`src/rtl/srout_pkg.sv`:
```
package srout_pkg;

  localparam logic [1:0] KIND_IDLE  = 2'b00;
  localparam logic [1:0] KIND_READ  = 2'b01;
  localparam logic [1:0] KIND_WRITE = 2'b10;

  function automatic logic kind_is_read(input logic [1:0] k);
    return k == KIND_READ;
  endfunction

  function automatic logic kind_is_write(input logic [1:0] k);
    return k == KIND_WRITE;
  endfunction

  // deselect covers the idle code and the spare code
  function automatic logic kind_is_desel(input logic [1:0] k);
    return !(kind_is_read(k) || kind_is_write(k));
  endfunction

  // driver wanted at an output stage: a read there, or a dual-deselect hold
  function automatic logic drive_wanted(input logic rd, input logic desel,
                                        input logic prev_rd, input logic dual);
    return rd | (dual & desel & prev_rd);
  endfunction

endpackage

```
`src/rtl/srout_enable_path.sv`:
```
module srout_enable_path (
  input  logic clk,
  input  logic rst_n,
  input  logic rd_now,
  input  logic desel_now,
  input  logic pipe_mode,
  input  logic dual_mode,
  output logic drive_raw
);
  import srout_pkg::*;

  logic rd_q, desel_q, rd_qq;
  logic stage_rd, stage_desel, stage_prev_rd;

  always_ff @(posedge clk or negedge rst_n) begin
    if (!rst_n) begin
      rd_q    <= 1'b0;
      desel_q <= 1'b0;
      rd_qq   <= 1'b0;
    end else begin
      rd_q    <= rd_now;
      desel_q <= desel_now;
      rd_qq   <= rd_q;
    end
  end

  // taps shift by one stage in pipelined mode, same as the data path
  always_comb begin
    if (pipe_mode) begin
      stage_rd      = rd_q;
      stage_desel   = desel_q;
      stage_prev_rd = rd_qq;
    end else begin
      stage_rd      = rd_now;
      stage_desel   = desel_now;
      stage_prev_rd = rd_q;
    end
    drive_raw = drive_wanted(stage_rd, stage_desel, stage_prev_rd, dual_mode);
  end

endmodule

```
`src/rtl/srout_data_path.sv`:
```
module srout_data_path #(
  parameter int DW = 36
) (
  input  logic          clk,
  input  logic          rst_n,
  input  logic          rd_now,
  input  logic          pipe_mode,
  input  logic [DW-1:0] array_q,
  output logic [DW-1:0] dq_out
);
  logic [DW-1:0] out_q;

  // output register doubles as the hold for dual-deselect
  always_ff @(posedge clk or negedge rst_n) begin
    if (!rst_n)      out_q <= '0;
    else if (rd_now) out_q <= array_q;
  end

  assign dq_out = (!pipe_mode && rd_now) ? array_q : out_q;

endmodule

```
`src/rtl/srout_drive_gate.sv`:
```
module srout_drive_gate (
  input  logic rst_n,
  input  logic drive_raw,
  input  logic write_now,
  input  logic oe_n,
  input  logic sleep,
  output logic dq_drive
);
  logic gate_open;

  assign gate_open = rst_n & ~write_now & ~oe_n & ~sleep;
  assign dq_drive  = drive_raw & gate_open;

endmodule

```
`src/rtl/sram_rdout_stage.sv`:
```
module sram_rdout_stage #(
  parameter int DW = 36
) (
  input  logic          clk,
  input  logic          rst_n,
  input  logic [1:0]    cyc_kind,
  input  logic [DW-1:0] array_q,
  input  logic          pipe_mode,
  input  logic          scd_mode,
  input  logic          oe_n,
  input  logic          sleep,
  output logic [DW-1:0] dq_out,
  output logic          dq_drive
);
  import srout_pkg::*;

  logic rd_now, desel_now, write_now, dual_mode, drive_raw;

  assign rd_now    = kind_is_read(cyc_kind);
  assign desel_now = kind_is_desel(cyc_kind);
  assign write_now = kind_is_write(cyc_kind);
  assign dual_mode = ~scd_mode;

  srout_enable_path u_en (
    .clk       (clk),
    .rst_n     (rst_n),
    .rd_now    (rd_now),
    .desel_now (desel_now),
    .pipe_mode (pipe_mode),
    .dual_mode (dual_mode),
    .drive_raw (drive_raw)
  );

  srout_data_path #(.DW(DW)) u_dp (
    .clk       (clk),
    .rst_n     (rst_n),
    .rd_now    (rd_now),
    .pipe_mode (pipe_mode),
    .array_q   (array_q),
    .dq_out    (dq_out)
  );

  srout_drive_gate u_gate (
    .rst_n     (rst_n),
    .drive_raw (drive_raw),
    .write_now (write_now),
    .oe_n      (oe_n),
    .sleep     (sleep),
    .dq_drive  (dq_drive)
  );

endmodule

```
`config.mk`:
```
export PLATFORM = sky130hd
export DESIGN_NAME = sram_rdout_stage
export DESIGN_NICKNAME = d
export VERILOG_FILES = /design/src/rtl/srout_pkg.sv /design/src/rtl/srout_enable_path.sv /design/src/rtl/srout_data_path.sv /design/src/rtl/srout_drive_gate.sv /design/src/rtl/sram_rdout_stage.sv
export SDC_FILE = /design/constraint.sdc
export NUM_CORES = 1
export LEC_CHECK = 0
export CAP_MARGIN = 15
export CORE_UTILIZATION = 30
export DETAILED_ROUTE_END_ITERATION = 10
export DONT_BUFFER_PORTS = 1
export PLACE_DENSITY_LB_ADDON = 0.05
export REMOVE_ABC_BUFFERS = 1
export SLEW_MARGIN = 15
export SYNTH_ARGS = -nofsm -noshare
export SYNTH_HDL_FRONTEND = slang
export SYNTH_HIERARCHICAL = 1
export SYNTH_SLANG_ARGS = --single-unit
```
`constraint.sdc`:
```
create_clock -name clk -period 2 [get_ports clk]
set_input_delay 0.4 -clock clk [delete_from_list [all_inputs] [get_ports clk]]
set_output_delay 0.4 -clock clk [all_outputs]
set_load 0.02 [all_outputs]
```
==> results.json <==
{
  "tritoncts": "done",
  "finClkSkew_ns": 0.00354,
  "cts.sink_count": 39,
  "max_slew_margin_pct": 79.5,
  "ys.flop_type": "dfrtp_1",
  "fillCellCount": 634,
  "async_flop_share_pct": 100,
  "placedInstanceArea_um2": 2150,
  "crit_required_ns": 1.60,
  "core_region_area_um2": 6490,
  "clock_path_buffers": 2,
  "portBuffers": 0,
  "drive_above_1_share_pct": 62.0,
  "grt.met1_usage_pct": 13.1,
  "area.growth.synth_to_final_pct": 9.36,
  "grt_max_degree": 40,
  "antenna_left": 0,
  "dieWidth_um": 84.8,
  "h-tree-depth": 2,
  "rows": 29,
  "drc_errors": 6,
  "numCtsBuffers": 5,
  "clk-insertion-delay-late_ns": 0.28,
  "firstDrtPassIters": 7,
  "reg2reg_from": "u_dp/out_q[9]",
  "ios": 81,
  "failed_checks": "DRC",
  "cts_root_buf": "clkbuf_8",
  "syn_inst": 132,
  "start_util_pct": 31.7,
  "yosys_warnings": 6,
  "busiest_layer": "met2",
  "min_from": "array_q[31]",
  "die_y_um": 84.8,
  "antenna_found_initial": 0,
  "ys_seq_area_share_pct": 47.4,
  "wirelength_mm": 3.83,
  "fin_total_pwr_mw": 1.97,
  "status": "finished, violations left",
  "antenna_cells": 0,
  "power_density_nw_per_um2": 874,
  "startpoint_type": "input port",
  "p_leak_nw": 1.03,
  "rsz0062_at_grt": "false",
  "finalCoreUtilization_pct": 34.7,
  "synth_most_common_cell": "mux2_2",
  "worstSetupStartpoint": "cyc_kind[1]",
  "drv_cap": 0,
  "die_area_um2": 7200,
  "synth_area_leaders": "dfrtp_1 (47%), mux2_2 (23%), mux2_4 (22%), buf_6 (2.7%), ha_1 (1.2%)",
  "yosys.cell_types.count": 13,
  "cp_max_fo": 22,
  "netlist_area_um2": 2060,
  "vdd_drop_max_mv": 0.316,
  "grt_pass1_wl_mm": 6.19,
  "grt_usage_pct": 11.6,
  "first_iter_violations": 38,
  "finalSetupViolCount": 0,
  "use_met2_pct": 19.2,
  "vias": 1071,
  "netlist.area_leader.share_pct": 47.4,
  "finalHoldViolations": 0,
  "vias_per_cell": 5.00,
  "gr-total-overflow": 0,
  "routedWlPerCell_um": 17.9,
  "layout.nets": 184,
  "arrival_ns": 1.39,
  "finalCriticalPeriod_ns": 1.79,
  "yosysTopAreaCell": "dfrtp_1",
  "syn_area_per_cell_um2": 15.6,
  "min_path_type": "in2reg",
  "drv_slew": 0,
  "fin_area_um2": 2250,
  "first_global_vias": 1196,
  "worst_setup_hold_path_clk_slew_ns": 0.07,
  "end_kind": "primary output",
  "place_hpwl_mm": 2.61,
  "place_congestion": 0.659,
  "yosys-top-cells-count": "mux2_2 (42), dfrtp_1 (39), mux2_4 (30)",
  "tns_ns": 0,
  "met3_usage_pct": 5.74,
  "finalCritPeriodShare_pct": 89.5,
  "yosys_register_bits": 39,
  "path_class": "in2out",
  "worstMarginPinSlew_ns": 0.307,
  "max_freq_ghz": 0.559,
  "synth_edf_count": 0
}
-- registers in the layout, indices dropped and copies added, names as in the netlist --
| signal | count |
|---|---|
| u_en/rd_qq | 1 |
| u_dp/out_q | 36 |
| u_en/desel_q | 1 |
| u_en/rd_q | 1 |
-- final timing paths --
path	endpoint	slack [ns]	cells past startpoint
worst max-delay path	dq_out[35]	0.21	5
worst min-delay path	u_dp/out_q[31]	0.26	1
worst max register to register	u_dp/out_q[9]	1.23	1
worst min register to register	u_en/rd_qq	0.38	0
max in group asynchronous	u_dp/out_q[12]	1.23	2
min in group asynchronous	u_dp/out_q[23]	0.57	2
-- what timing repair did --
action / in CTS / in global routing
setup endpoints to repair: 0 / 0
hold buffers: 2 / 0
resized for setup: 0 / 0
endpoints found under the hold margin: 39 / 0
buffers inserted: 0 / 0
-- worst max-delay path: stages --
cell and delay [ns]:
inv_1 0.02, ha_2 0.18, nand2b_2 0.13, buf_12 0.21, mux2_2 0.42
-- stage by stage --
| step | hold slack, ns | instances | worst slack [ns] |
|---|---|---|---|
| 6_report | 0.260 | 214 | 0.211 |
| 5_1_grt | 0.236 | 214 | 0.132 |
| 4_1_cts | 0.247 | 214 | 0.200 |
| 3_5_place_dp | 0.106 | 206 | 0.206 |
| 3_3_place_gp | 0.105 | 206 | 0.228 |
| 2_1_floorplan | 0.104 | 124 | -1.20 |
-- layout by cell type, fill, tap and decap left out, types with 3 or more instances in the layout --
cell	synthesis	routed
buf_4	0	3
dfrtp_1	39	39
mux2_4	30	30
mux2_2	42	42
buf_12	0	3
clkbuf_8	0	5
inv_1	5	5
-- power breakdown --
part / internal (mW) / total [mW] / switching (mW)
Sequential: 0.900 / 0.954 / 0.0541
Combinational: 0.261 / 0.531 / 0.270
Clock: 0.232 / 0.482 / 0.250
Total: 1.39 / 1.97 / 0.574
-- final cells by class --
cell class                      count  area [um2]  area share (%)
Sequential cell                    39         976            43.4
Inverter                            5        18.8           0.834
Timing Repair Buffer                7        92.6            4.11
Clock buffer                        6        72.6            3.22
Multi-Input combinational cell     80         995            44.2
Tap cell                           77        96.3            4.28
-- logic make-up (layout without fill, tap and decap cells) --
group / Yosys count / count (layout) / share of synthesized area (%)
flip-flops: 39 / 39 / 47.4
adder cells (fa/ha/maj): 2 / 2 / 1.22
AO/OA/AOI/OAI: 2 / 2 / 0.669
multiplexers: 72 / 72 / 44.9
buffers and inverters: 13 / 18 / 4.38
AND/OR/NAND/NOR: 4 / 4 / 1.46
-- routing by layer --
layer	share of wire, %	vias to the layer above
met4	1.3	0
met3	9.8	7
met1	40	533
met5	0	-
met2	49	52
li1	-	479
Note: power is estimated with default switching activity, not from simulation.
